`config.mk`:
```
export PLATFORM = sky130hd
export DESIGN_NAME = alu5_reg
export DESIGN_NICKNAME = d
export VERILOG_FILES = /design/src/rtl/alu5_pkg.sv /design/src/rtl/alu5_decode.sv /design/src/rtl/alu5_slice.sv /design/src/rtl/alu5_reg.sv
export SDC_FILE = /design/constraint.sdc
export NUM_CORES = 1
export LEC_CHECK = 0
export BUFFER_PORTS_ARGS = -buffer_cell sky130_fd_sc_hd__buf_4
export CELL_PAD_IN_SITES_DETAIL_PLACEMENT = 1
export CELL_PAD_IN_SITES_GLOBAL_PLACEMENT = 1
export CORE_MARGIN = 2
export CORE_UTILIZATION = 35
export CTS_CLUSTER_SIZE = 25
export DETAILED_ROUTE_END_ITERATION = 10
export PLACE_DENSITY_LB_ADDON = 0.1
export SLEW_MARGIN = 20
export SYNTH_ARGS = -nofsm -noshare
export SYNTH_HDL_FRONTEND = slang
export SYNTH_SLANG_ARGS = --single-unit
```
`constraint.sdc`:
```
create_clock -name clk -period 2.7 [get_ports clk]
set_input_delay 0.135 -clock clk [delete_from_list [all_inputs] [get_ports clk]]
set_output_delay 0.135 -clock clk [all_outputs]
set_load 0.005 [all_outputs]
```
`src/rtl/alu5_pkg.sv`:
```
package alu5_pkg;
  typedef enum logic [2:0] {
    FN_ADD = 3'b000,
    FN_SUB = 3'b001,
    FN_AND = 3'b010,
    FN_OR  = 3'b100,
    FN_XOR = 3'b111
  } fn_e;

  typedef enum logic [2:0] {
    SEL_SUM  = 3'd0,
    SEL_AND  = 3'd1,
    SEL_OR   = 3'd2,
    SEL_XOR  = 3'd3,
    SEL_ZERO = 3'd4
  } sel_e;

  typedef struct packed {
    sel_e pick;
    logic inv_b;
    logic arith;
  } ctl_t;
endpackage

```
`src/rtl/alu5_decode.sv`:
```
module alu5_decode
  import alu5_pkg::*;
(
  input  logic [2:0] func,
  output ctl_t       ctl
);
  always_comb begin
    ctl = '{pick: SEL_ZERO, inv_b: 1'b0, arith: 1'b0};
    unique case (func)
      FN_ADD: ctl = '{pick: SEL_SUM, inv_b: 1'b0, arith: 1'b1};
      FN_SUB: ctl = '{pick: SEL_SUM, inv_b: 1'b1, arith: 1'b1};
      FN_AND: ctl.pick = SEL_AND;
      FN_OR:  ctl.pick = SEL_OR;
      FN_XOR: ctl.pick = SEL_XOR;
      default: ctl.pick = SEL_ZERO;
    endcase
  end
endmodule

```
`src/rtl/alu5_slice.sv`:
```
module alu5_slice
  import alu5_pkg::*;
(
  input  logic a,
  input  logic b,
  input  logic cin,
  input  ctl_t ctl,
  output logic y,
  output logic co
);
  logic bx, s;
  always_comb begin
    bx = b ^ ctl.inv_b;
    s  = a ^ bx ^ cin;
    co = (a & bx) | (cin & (a ^ bx));
    unique case (ctl.pick)
      SEL_SUM: y = s;
      SEL_AND: y = a & b;
      SEL_OR:  y = a | b;
      SEL_XOR: y = a ^ b;
      default: y = 1'b0;
    endcase
  end
endmodule

```
`src/rtl/alu5_reg.sv`:
```
module alu5_reg
  import alu5_pkg::*;
#(
  parameter int W = 4
) (
  input  logic         clk,
  input  logic         rst,
  input  logic [W-1:0] a,
  input  logic [W-1:0] b,
  input  logic [2:0]   func,
  output logic [W-1:0] res,
  output logic         cout,
  output logic         ovf
);
  localparam int MSB = W - 1;

  ctl_t         ctl;
  logic [W:0]   c;
  logic [W-1:0] y;
  logic         cout_d, ovf_d;

  alu5_decode u_dec (.func(func), .ctl(ctl));

  assign c[0] = ctl.inv_b;

  for (genvar i = 0; i < W; i++) begin : g_bit
    alu5_slice u_sl (
      .a(a[i]), .b(b[i]), .cin(c[i]), .ctl(ctl),
      .y(y[i]), .co(c[i+1])
    );
  end

  assign cout_d = ctl.arith & c[W];
  assign ovf_d  = ctl.arith & (c[W] ^ c[MSB]);

  always_ff @(posedge clk) begin
    if (rst) begin
      res  <= '0;
      cout <= 1'b0;
      ovf  <= 1'b0;
    end else begin
      res  <= y;
      cout <= cout_d;
      ovf  <= ovf_d;
    end
  end

  AST_RESET_CLEAR: assert property (@(posedge clk) rst |=> (res == '0 && !cout && !ovf));
  AST_ADD_CARRY: assert property (@(posedge clk) disable iff (rst)
    (func == 3'b000) |=> (cout == (({1'b0, $past(a)} + {1'b0, $past(b)}) >> W)));
  AST_SUB_BORROW: assert property (@(posedge clk) disable iff (rst)
    (func == 3'b001) |=> (cout == ($past(a) >= $past(b))));
  AST_LOGIC_FLAGS: assert property (@(posedge clk) disable iff (rst)
    (func == 3'b010 || func == 3'b100 || func == 3'b111) |=> (!cout && !ovf));
  AST_UNUSED_ZERO: assert property (@(posedge clk) disable iff (rst)
    (func == 3'b011 || func == 3'b101 || func == 3'b110) |=> (res == '0 && !cout && !ovf));
  AST_OVF_SIGN: assert property (@(posedge clk) disable iff (rst)
    (func == 3'b000) |=> (ovf == (($past(a[MSB]) == $past(b[MSB])) && (res[MSB] != $past(a[MSB])))));
  AST_XOR_RES: assert property (@(posedge clk) disable iff (rst)
    (func == 3'b111) |=> (res == ($past(a) ^ $past(b))));
endmodule

```
== After elaboration in Yosys (flattened, before gate mapping) ==
Index checks and enable logic that the tools add are counted.

* Bits in registers: 6
* Word-level logic and storage cells: 58
* Bits of input ports: 13
* Output and inout bits: 6

* Mux-type cells: 6
* Equality and inequality tests: 7
* Reduce and logical (&&, ||, !) cells: 3
* Bitwise gates (word level): 39

{| class="wikitable"
|+ Operators by type and width
! kind !! number
|-
| XOR 1 bit || 17
|-
| one-hot mux 1 bit (4 select lines) || 4
|-
| bitwise AND 1 bit || 14
|-
| one-hot mux 3 bit (4 select lines) || 1
|-
| equality test 3 x 2 -> 1 bit (second input constant) || 3
|-
| OR 1 bit || 8
|-
| equality test 3 x 1 -> 1 bit (second input constant) || 2
|-
| equality test 3 bit (second input constant) || 2
|-
| logical NOT 3 bit || 2
|-
| one-hot mux 2 bit (2 select lines) || 1
|-
| OR reduction 2 bit || 1
|}

== Longest topological paths before layout ==
Gate-level depths: netlist of the first run.

* Word-level depth: 14
* Mapped depth: 11
* Gate-level depth less buffers: 10

== Cells and area by module ==
From an unflattened synthesis of the first run, not the netlist that was laid out.

* Cell total of the unflattened synthesis: 63
* Area total of the unflattened synthesis: 626.9 µm²

{| class="wikitable"
|+ By module, submodules not included
! module !! cells an instance !! seq. area each (µm²) !! area an instance (µm²) !! times used
|-
| alu5_slice at g_bit[1].u_sl ... || 11 || 0.0 || 97.6 || 3
|-
| alu5_reg || 13 || 120.1 || 177.7 || 1
|-
| alu5_slice at g_bit[0].u_sl || 9 || 0.0 || 101.3 || 1
|-
| alu5_decode || 8 || 0.0 || 55.1 || 1
|}

== Worst setup path before layout of the first run ==
No wires, ideal clock.

* Path kind: input port to flip-flop
* Start: input port func[0]
* End: register res[3]
* Path slack: 0.377 ns
* Data arrival time: 2.199 ns
* Stages on the path: 11
* Library setup time: 0.124 ns
* Path buffers: 1
* Required time: 2.576 ns
* Cell sequence: buf_6 > inv_4 > nor3_4 > xnor2_1 > fa_1 > fa_1 > inv_1 > fa_1 > nor2b_1 > a21oi_1 > o22ai_1

* Word-level cells in the longest chain between the ends: 12
* Elaborated cells on any way between the ends: 31
* Those cells by class: eq/ne (7); mux (3); bitwise (18); reduce/logical (3)

{| class="wikitable"
|+ RTL lines
! item !! RTL line !! source
|-
| start: declaration || alu5_reg.sv:10 || <nowiki>input logic [2:0] func,</nowiki>
|-
| equality test 3 x 1 -> 1 bit / logical NOT 3 bit (equally long branches) || alu5_decode.sv:9 || <nowiki>unique case (func)</nowiki>
|-
| one-hot mux 2 bit (2 select lines) || alu5_decode.sv:9 ||
|-
| XOR 1 bit || alu5_slice.sv:13 || <nowiki>bx = b ^ ctl.inv_b;</nowiki>
|-
| XOR 1 bit || alu5_slice.sv:15 || <nowiki>co = (a & bx) | (cin & (a ^ bx));</nowiki>
|-
| bitwise AND 1 bit || alu5_slice.sv:15 ||
|-
| OR 1 bit || alu5_slice.sv:15 ||
|-
| bitwise AND 1 bit || alu5_slice.sv:15 ||
|-
| OR 1 bit || alu5_slice.sv:15 ||
|-
| bitwise AND 1 bit || alu5_slice.sv:15 ||
|-
| OR 1 bit || alu5_slice.sv:15 ||
|-
| XOR 1 bit || alu5_slice.sv:14 || <nowiki>s = a ^ bx ^ cin;</nowiki>
|-
| one-hot mux 1 bit (4 select lines) * || alu5_slice.sv:16 || <nowiki>unique case (ctl.pick)</nowiki>
|-
| end signal: assignment || alu5_reg.sv:42 || <nowiki>res <= y;</nowiki>
|-
| end: declaration || alu5_reg.sv:11 || <nowiki>output logic [W-1:0] res,</nowiki>
|}

Every way passes the cells marked *; elsewhere a longest branch is shown, timed or not.
A chain may end at the register's enable or synchronous reset.

== Worst setup path after layout of the first run ==
Same ends and word-level chain as after synthesis.

==> results of run 1 <==
## kinds of logic (layout without fill, tap and decap cells)
group           count (synthesis)  after routing
compound gates                 12             12
xor+xnor                        4              4
fa+ha+maj                      11             11
buf+inv                        13             32
flops                           6              6
mux                             1              1
simple gates                   14             14
## worst paths after layout
kind	from	end	depth (start not counted)
max	func[0]	res[3]$_SDFF_PP0_	11
min	rst	cout$_SDFF_PP0_	2
## layout make-up
class,count,share of cell area [%]
Clock buffer,3,3.13
Tap cell,16,2.78
Inverter,10,5.56
Timing Repair Buffer,19,19.8
Sequential cell,6,16.7
Multi-Input combinational cell,42,52.1
## power by group through the flow
stage / clock network (uW) / registers, uW / logic (uW)
floorplan: 0 / 99.3 / 59.4
global placement: 0 / 98.3 / 95.1
detailed placement: 0 / 98.5 / 97.6
CTS: 84.0 / 96.9 / 97.8
global route: 91.8 / 97.0 / 110
finish: 78.5 / 96.9 / 95.4
## layer usage
metal	wire length (um)	share of wire, %
met1	515	44
met2	585	50
met3	68	5.8
met4	0	0
met5	0	0
## layout by cell type, fill, tap and decap left out, drive strengths merged
cell type  count
nand2b         1
buf           19
nor3           5
clkbuf         3
a31oi          6
a21oi          2
inv           10
xor2           1
nor2           2
xnor2          3
nor4b          1
fa             3
nor4           1
mux2i          1
o22ai          4
ha             8
dfxtp          6
or2            1
and2b          1
nor2b          2
## registers in the layout, summed over array words and instances, names as in the netlist
| signal | cells |
|---|---|
| res | 4 |
| cout | 1 |
| ovf | 1 |
## metrics by stage
| step | util (%) | area [um2] | hold slack [ns] | cells | power [uW] |
|---|---|---|---|---|---|
| floorplan | - | 566 | 0.206 | 61 | 159 |
| global placement | 46.3 | 698 | 0.334 | 93 | 193 |
| detailed placement | 46.3 | 698 | 0.339 | 93 | 196 |
| CTS | 47.8 | 721 | 0.0774 | 96 | 279 |
| global route | 47.8 | 721 | 0.0700 | 96 | 298 |
| finish | 47.8 | 721 | 0.0877 | 96 | 271 |
==> key figures, run 1 <==
Floorplan
  – Initial core utilization: 37.5%
  – Width of the die: 44.2 um
  – Core area: 0.00151 mm2
  – I/O pin total: 19
  – # rows: 14
  – Die footprint: 0.00195 mm2
  – Die height: 44.2 um

Yosys
  – Mux contribution to synthesized area: 1.77%
  – Post-synth EDFFs: 0
  – Largest family of logic cells by synthesized area: adder cells
  – XOR/XNOR Fraction of Synth Area: 6.19%
  – Adder-Cell Fraction of Synth Area: 28.3%
  – Area leader, netlist: dfxtp_1
  – Synth top area cells: dfxtp_1 (21%), ha_1 (18%), fa_1 (11%)
  – Asr flop ratio synth: 0%
  – Yosys Warn Count: 0
  – Post-synthesis sequential area ratio: 21.2%
  – Mapped Nets: 85
  – Syn avg cell area: 9.27 um2
  – Mapped Cells: 61
  – Synth top cells by count: inv_1 (9), ha_1 (8), a31oi_1 (6), dfxtp_1 (6)
  – Unique cell type count in the Yosys netlist: 22
  – Simple-Gate Fraction of Synth Area: 17.3%
  – Number of synthesized register bits: 6
  – Synth Area in Compound Gates: 12.8%
  – Ys flop type: dfxtp_1
  – Post-synth top area share: 21.2%
  – Top-count cell post-synth: inv_1
  – Netlist Area Pre-Place: 566 um2

Run status
  – Status: complete, no violations

Global route
  – Overflow after GRT: 0
  – All-Layer GR Usage: 14.0%
  – Grt peak-use layer: met2
  – Met2 Use GR: 24.7%
  – Met1 Use GR: 16.8%
  – Largest net degree at the start of global routing: 19
  – Via count of the first global-routing pass: 474
  – Initial antenna violation count: 0
  – GRT met3 Usage: 6.12%
  – Global-route wire length before repair: 1.99 mm

STA
  – Pins Over Slew Limit: 0
  – Least-Margin Pin Slew: 0.262 ns
  – Final hold viol count: 0
  – Slew HR: 82.5%
  – Final critical-path required period: 2.30 ns
  – Setup_tns: 0 ns
  – Fmax: 0.435 GHz
  – Setup WS post-layout: 0.399 ns
  – RSZ-0062 raised after global routing: no
  – Final setup vio count: 0
  – Tcrit/Tclk final: 85.2%

Placed design
  – DP HPWL: 1.01 mm
  – Place WS: 0.112 ns
  – GPL Wtd Cong: 0.684
  – Port bufs: 18

Cells and area
  – Nets@finish: 106
  – Sequential cell area: 120 um2
  – Antenna diodes: 0
  – Layout cells sized above 1: 32.5%
  – Fill cells: 180
  – P&R area growth vs syn: 27.4%
  – Area taken by multi-input logic gates: 375 um2

Hold path
  – Hold/Removal Path Class: input pin to register

Clock network
  – Root Driver: clkbuf_4
  – CTS tree: done
  – Number of gates resized after CTS: 0
  – # Post-CTS Setup Buffers: 0
  – Clock buffer depth: 2
  – Cts bufs inserted: 3
  – Post-CTS Hold Buffers: 0
  – H-Tree Depth: 1
  – CTS clock-pin slew for the worst setup and hold paths: 0.04 ns
  – Clock sink count: 6

Route
  – Post-route antenna net violation count: 0
  – Via density: 5.05
  – Router iterations before antenna repair: 4
  – DRT Wirelength: 1.17 mm
  – DRT iter0 DRCs: 1
  – Routed len/inst: 12.2 um
  – DR vias: 485
  – Number of remaining DRC errors: 0

Worst setup path
  – Worst-path fanout max: 10
  – Setup crit start kind: input pin
  – Crit path buf inv count: 3
  – CP max-delay cell: fa_1
  – CP most frequent cell: fa_1
  – Worst Path Class, Setup: input pin to register
  – Worst EP required: 2.82 ns
  – Critical Path End Type: register
  – WP data arrival: 2.42 ns
  – Crit path largest cell delay: 0.42 ns
  – Crit-path cells: buf_4, inv_4, nor3_4, mux2i_1, fa_1, fa_1, inv_1, fa_1, nor2b_1, a21oi_1, o22ai_1
  – Delay-heaviest family, CP: adder cells

Pwr
  – Power Dens Cells: 376 mW/mm2
  – Internal power: 194 uW
  – Part of the power in combinational logic: 35.2%
  – Switching share of power: 28.3%
  – Maximum vdd ir drop: 0.392 mV
  – Psw: 76.6 uW
  – Clock Power Share: 29.0%
  – Sequential group share of total power: 35.8%
  – P_leak: 0.000351 uW

Flow run
  – Max-Cap Viols: 0
No activity file was read; power rests on OpenSTA's default activity.
==> inputs of run 2 (changes only) <==
--- a/config.mk
+++ b/config.mk
@@ -5,13 +5,14 @@
 export SDC_FILE = /design/constraint.sdc
 export NUM_CORES = 1
 export LEC_CHECK = 0
-export BUFFER_PORTS_ARGS = -buffer_cell sky130_fd_sc_hd__buf_4
 export CELL_PAD_IN_SITES_DETAIL_PLACEMENT = 1
 export CELL_PAD_IN_SITES_GLOBAL_PLACEMENT = 1
 export CORE_MARGIN = 2
-export CORE_UTILIZATION = 35
+export CORE_UTILIZATION = 43
 export CTS_CLUSTER_SIZE = 25
 export DETAILED_ROUTE_END_ITERATION = 10
+export DONT_BUFFER_PORTS = 1
+export HOLD_SLACK_MARGIN = 0.03
 export PLACE_DENSITY_LB_ADDON = 0.1
 export SLEW_MARGIN = 20
 export SYNTH_ARGS = -nofsm -noshare
==> run 2 against run 1 <==
Design area shrank 14%. Via count down 19%. Sequential power rose by 1%. Cell count fell by 17%.
==> key figures, run 2 (same netlist as run 1, synthesis figures left out) <==
Run status
  – Status: complete, no violations

Clock network
  – Root Driver: clkbuf_4
  – CTS clock-pin slew for the worst setup and hold paths: 0.05 ns
  – Clock sink count: 6
  – # Post-CTS Setup Buffers: 0
  – H-Tree Depth: 1
  – Number of gates resized after CTS: 0
  – CTS tree: done
  – Cts bufs inserted: 3
  – Clock buffer depth: 2

Route
  – DRT Wirelength: 1.00 mm
  – Post-route antenna net violation count: 0
  – Router iterations before antenna repair: 1
  – Routed len/inst: 12.5 um
  – DRT iter0 DRCs: 0
  – Via density: 4.94
  – DR vias: 395
  – Number of remaining DRC errors: 0

Global route
  – Overflow after GRT: 0
  – All-Layer GR Usage: 17.4%
  – Initial antenna violation count: 0
  – Via count of the first global-routing pass: 438
  – Largest net degree at the start of global routing: 19
  – Global-route wire length before repair: 1.89 mm

Floorplan
  – Core area: 0.00127 mm2
  – Initial core utilization: 44.6%
  – Die footprint: 0.00162 mm2
  – I/O pin total: 19
  – Width of the die: 40.3 um
  – # rows: 13
  – Die height: 40.3 um

Pwr
  – P_leak: 0.000278 uW
  – Sequential group share of total power: 40.5%
  – Power Dens Cells: 393 mW/mm2
  – Part of the power in combinational logic: 26.8%
  – Switching share of power: 25.9%
  – Maximum vdd ir drop: 0.107 mV
  – Clock Power Share: 32.8%
  – Internal power: 179 uW
  – Psw: 62.8 uW

Cells and area
  – Regs by FF count: res (4), cout (1), ovf (1)
  – Commonest cells after routing, fill and taps aside: inv_1 (9), ha_1 (8), a31oi_1 (6), dfxtp_1 (6)
  – Layout cells sized above 1: 10.8%
  – Fill cells: 153
  – Largest register FFs: 4
  – Area taken by multi-input logic gates: 375 um2
  – Sequential cell area: 120 um2
  – Antenna diodes: 0
  – Largest reg by FF count: res
  – P&R area growth vs syn: 9.07%
  – Nets@finish: 91
  – Leading cell type in the layout, fill and taps excluded: inv_1

Worst setup path
  – CP max-delay cell: dlygate4sd3_1
  – Crit path largest cell delay: 0.54 ns
  – Crit-path cells: inv_4, nor3_4, xnor2_1, fa_1, fa_1, inv_1, fa_1, xor2_1, nor4_1, dlygate4sd3_1
  – Delay-heaviest family, CP: adder cells
  – CP most frequent cell: fa_1
  – Critical Path End Type: register
  – Worst-path fanout max: 10
  – Crit path buf inv count: 3
  – Crit path depth: 10
  – WP data arrival: 2.42 ns
  – Worst Path Class, Setup: input pin to register
  – Setup crit start kind: input pin
  – Launch point of the worst path: func[0]
  – Worst EP required: 2.83 ns

STA
  – Final hold viol count: 0
  – Setup_tns: 0 ns
  – Slew HR: 82.7%
  – Tcrit/Tclk final: 85.1%
  – Final setup vio count: 0
  – RSZ-0062 raised after global routing: no
  – Final critical-path required period: 2.30 ns
  – Least-Margin Pin Slew: 0.259 ns
  – Pins Over Slew Limit: 0
  – Fmax: 0.435 GHz
  – Setup WS post-layout: 0.401 ns

Placed design
  – DP HPWL: 833 um
  – Port bufs: 0
  – GPL Wtd Cong: 0.699
  – Place WS: 0.332 ns

Hold path
  – Hold/Removal Path Class: input pin to register
  – WHS Path Cells: 2
  – Min-delay src: func[0]

Flow run
  – Max-Cap Viols: 0
[run 2: cell count changes in the layout (fill, tap and decap cells not counted)]
cell	previous run	this run
buf_4	19	0
dlygate4sd3_1	0	4
[run 2: path summary, 6_finish.rpt]
kind	end
setup / recovery	ovf$_SDFF_PP0_
hold / removal	res[2]$_SDFF_PP0_
[run 2: area by class of cell]
class | count | share of cell area [%]
inverters | 10 | 6.49
well taps | 15 | 3.04
repair buffers | 4 | 6.49
flip-flops and latches | 6 | 19.5
multi-input cells | 42 | 60.9
clock buffers | 3 | 3.65
[run 2: metrics by stage]
step	util, %	hold slack (ns)	power [uW]	instances	instance area [um2]
floorplan	-	0.206	159	61	566
global placement	43.7	0.210	162	73	554
detailed placement	43.7	0.208	161	73	554
CTS	48.6	0.105	247	80	617
global route	48.6	0.146	263	80	617
finish	48.6	0.108	242	80	617
[run 2: power by group through the flow]
stage                     Clock, uW  Sequential, uW  Combinational (uW)
after global placement            0            99.6                62.6
after global routing           85.1            99.5                78.2
final                          79.3            98.0                64.8
after detailed placement          0            99.7                61.3
after floorplan                   0            99.3                59.4
after CTS                      82.3            98.1                66.1
[run 2: per-layer routing]
metal	GRT usage [%]	share of wire, %
met5	0	0
met1	23.8	48
met3	4.44	7.4
met4	7.50	0
met2	25.4	44
[run 2: what timing repair did]
action / in CTS / in global routing
endpoints found under the setup margin: 0 / 0
hold buffers: 4 / 0
hold endpoints to repair: 2 / 0
==> inputs of run 3 (changes only) <==
--- a/config.mk
+++ b/config.mk
@@ -6,9 +6,9 @@
 export NUM_CORES = 1
 export LEC_CHECK = 0
 export CELL_PAD_IN_SITES_DETAIL_PLACEMENT = 1
-export CELL_PAD_IN_SITES_GLOBAL_PLACEMENT = 1
+export CELL_PAD_IN_SITES_GLOBAL_PLACEMENT = 2
 export CORE_MARGIN = 2
-export CORE_UTILIZATION = 43
+export CORE_UTILIZATION = 34
 export CTS_CLUSTER_SIZE = 25
 export DETAILED_ROUTE_END_ITERATION = 10
 export DONT_BUFFER_PORTS = 1
==> run 3 against run 2 <==
Cell count increased by 1.3%. Hold slack improved by 0.012 ns. Count of clock-buffer cells in the layout stayed put. Sequential share of layout area about the same. Fmax hardly changed. First-iteration DRC count rose by 5. Clock power is 3.0% higher. Design area grew 0.20%. Die area is 24% higher. Flip-flop and latch count unchanged. Total power grew 1.4%. Combinational power grew 1%.
==> key figures, run 3 (same netlist as run 1, synthesis figures left out) <==
Run status
  – Status: complete, no violations

Floorplan
  – Die footprint: 0.00201 mm2
  – I/O pin total: 19
  – Die height: 44.8 um
  – Core area: 0.00154 mm2
  – Width of the die: 44.8 um
  – # rows: 14
  – Initial core utilization: 36.7%

Placed design
  – DP HPWL: 927 um
  – Port bufs: 0
  – Cell count after placement: 74
  – Place WS: 0.345 ns
  – GPL Wtd Cong: 0.721

STA
  – Final hold viol count: 0
  – Final setup vio count: 0
  – Slew HR: 82.4%
  – Tcrit/Tclk final: 85.2%
  – Pins Over Slew Limit: 0
  – Final critical-path required period: 2.30 ns
  – Setup WS post-layout: 0.400 ns
  – Fmax: 0.435 GHz
  – RSZ-0062 raised after global routing: no
  – Setup_tns: 0 ns
  – Least-Margin Pin Slew: 0.264 ns

Global route
  – Overflow after GRT: 0
  – Grt peak-use layer: met2
  – Initial antenna violation count: 0
  – Met1 Use GR: 17.9%
  – All-Layer GR Usage: 14.5%
  – Via count of the first global-routing pass: 499
  – Global-route wire length before repair: 2.06 mm
  – Largest net degree at the start of global routing: 19
  – GRT met3 Usage: 6.40%
  – Met2 Use GR: 24.1%

Cells and area
  – Leading cell type in the layout, fill and taps excluded: inv_1
  – Antenna diodes: 0
  – Fill cells: 196
  – Largest reg by FF count: res
  – Nets@finish: 91
  – Regs by FF count: res (4), cout (1), ovf (1)
  – Commonest cells after routing, fill and taps aside: inv_1 (9), ha_1 (8), a31oi_1 (6), dfxtp_1 (6)
  – Largest register FFs: 4
  – P&R area growth vs syn: 9.29%
  – Non-Filler Instances: 81
  – Layout cells sized above 1: 10.8%

Clock network
  – Root Driver: clkbuf_4
  – CTS tree: done
  – Clock sink count: 6
  – Cts bufs inserted: 3
  – Clock buffer depth: 2
  – H-Tree Depth: 1
  – # Post-CTS Setup Buffers: 0
  – Number of gates resized after CTS: 0
  – CTS clock-pin slew for the worst setup and hold paths: 0.04 ns

Route
  – Routed len/inst: 14.0 um
  – DR vias: 422
  – Router iterations before antenna repair: 3
  – Post-route antenna net violation count: 0
  – DRT iter0 DRCs: 5
  – DRT Wirelength: 1.14 mm
  – Number of remaining DRC errors: 0
  – Via density: 5.21

Pwr
  – Maximum vdd ir drop: 0.271 mV
  – P_leak: 0.000278 uW
  – Power Dens Cells: 397 mW/mm2
  – Design Power: 246 uW

Worst setup path
  – Worst Path Class, Setup: input pin to register
  – Setup crit start kind: input pin
  – Worst EP required: 2.88 ns
  – Worst-path fanout max: 10
  – Critical Path End Type: register
  – WP data arrival: 2.48 ns
  – Launch point of the worst path: func[0]
  – Worst Setup EP: ovf$_SDFF_PP0_

Flow run
  – Max-Cap Viols: 0

Hold path
  – WHS Path Cells: 2
  – Hold/Removal Path Class: input pin to register
## run 3: cell counts in the layout (fill, tap and decap cells not counted)
No cell type changed its count.
## run 3: critical path: stages
cell	delay, ns
inv_4	0.02
nor3_4	0.26
xnor2_1	0.13
fa_1	0.41
fa_1	0.41
inv_1	0.08
fa_1	0.19
xor2_1	0.07
nor4_1	0.18
dlygate4sd3_1	0.59
## run 3: what timing repair did
action | in CTS | in global routing
endpoints found under the hold margin | 2 | 0
setup endpoints to repair | 0 | 0
hold buffers | 4 | 0
## run 3: per-stage QoR
step	hold WS (ns)	util (%)	area [um2]
after global placement	0.210	36.0	556
final	0.120	40.1	618
after floorplan	0.206	-	566
after detailed placement	0.211	36.0	556
after global routing	0.136	40.1	618
after CTS	0.129	40.1	618
## run 3: worst min-delay path by stage
stage | endpoint | slack (ns) | start
2_1_floorplan | cout$_SDFF_PP0_ | 0.21 | func[2]
3_3_place_gp | cout$_SDFF_PP0_ | 0.21 | func[2]
3_5_place_dp | cout$_SDFF_PP0_ | 0.21 | func[2]
4_1_cts | res[0]$_SDFF_PP0_ | 0.13 | func[0]
5_1_grt | res[2]$_SDFF_PP0_ | 0.14 | func[0]
6_report | res[2]$_SDFF_PP0_ | 0.12 | func[0]
## run 3: cell type report
type	count	area, um2	share of cell area (%)
Clock buffer	3	22.5	3.64
Inverter	10	40.0	6.48
Multi-Input combinational cell	42	375	60.7
Sequential cell	6	120	19.4
Tap cell	16	20.0	3.24
Timing Repair Buffer	4	40.0	6.48
## run 3: metal layers
| metal | share of wire (%) | vias up |
|---|---|---|
| met5 | 0 | - |
| met4 | 0 | 0 |
| met3 | 8.6 | 0 |
| met2 | 46 | 15 |
| met1 | 45 | 191 |
| li1 | - | 216 |
## run 3: power by group
part           internal, uW  total [uW]  switching, uW
clock                  50.2        81.7           31.5
combinational          34.3        65.6           31.3
sequential             95.4        98.2           2.89
total                   180         246           65.6
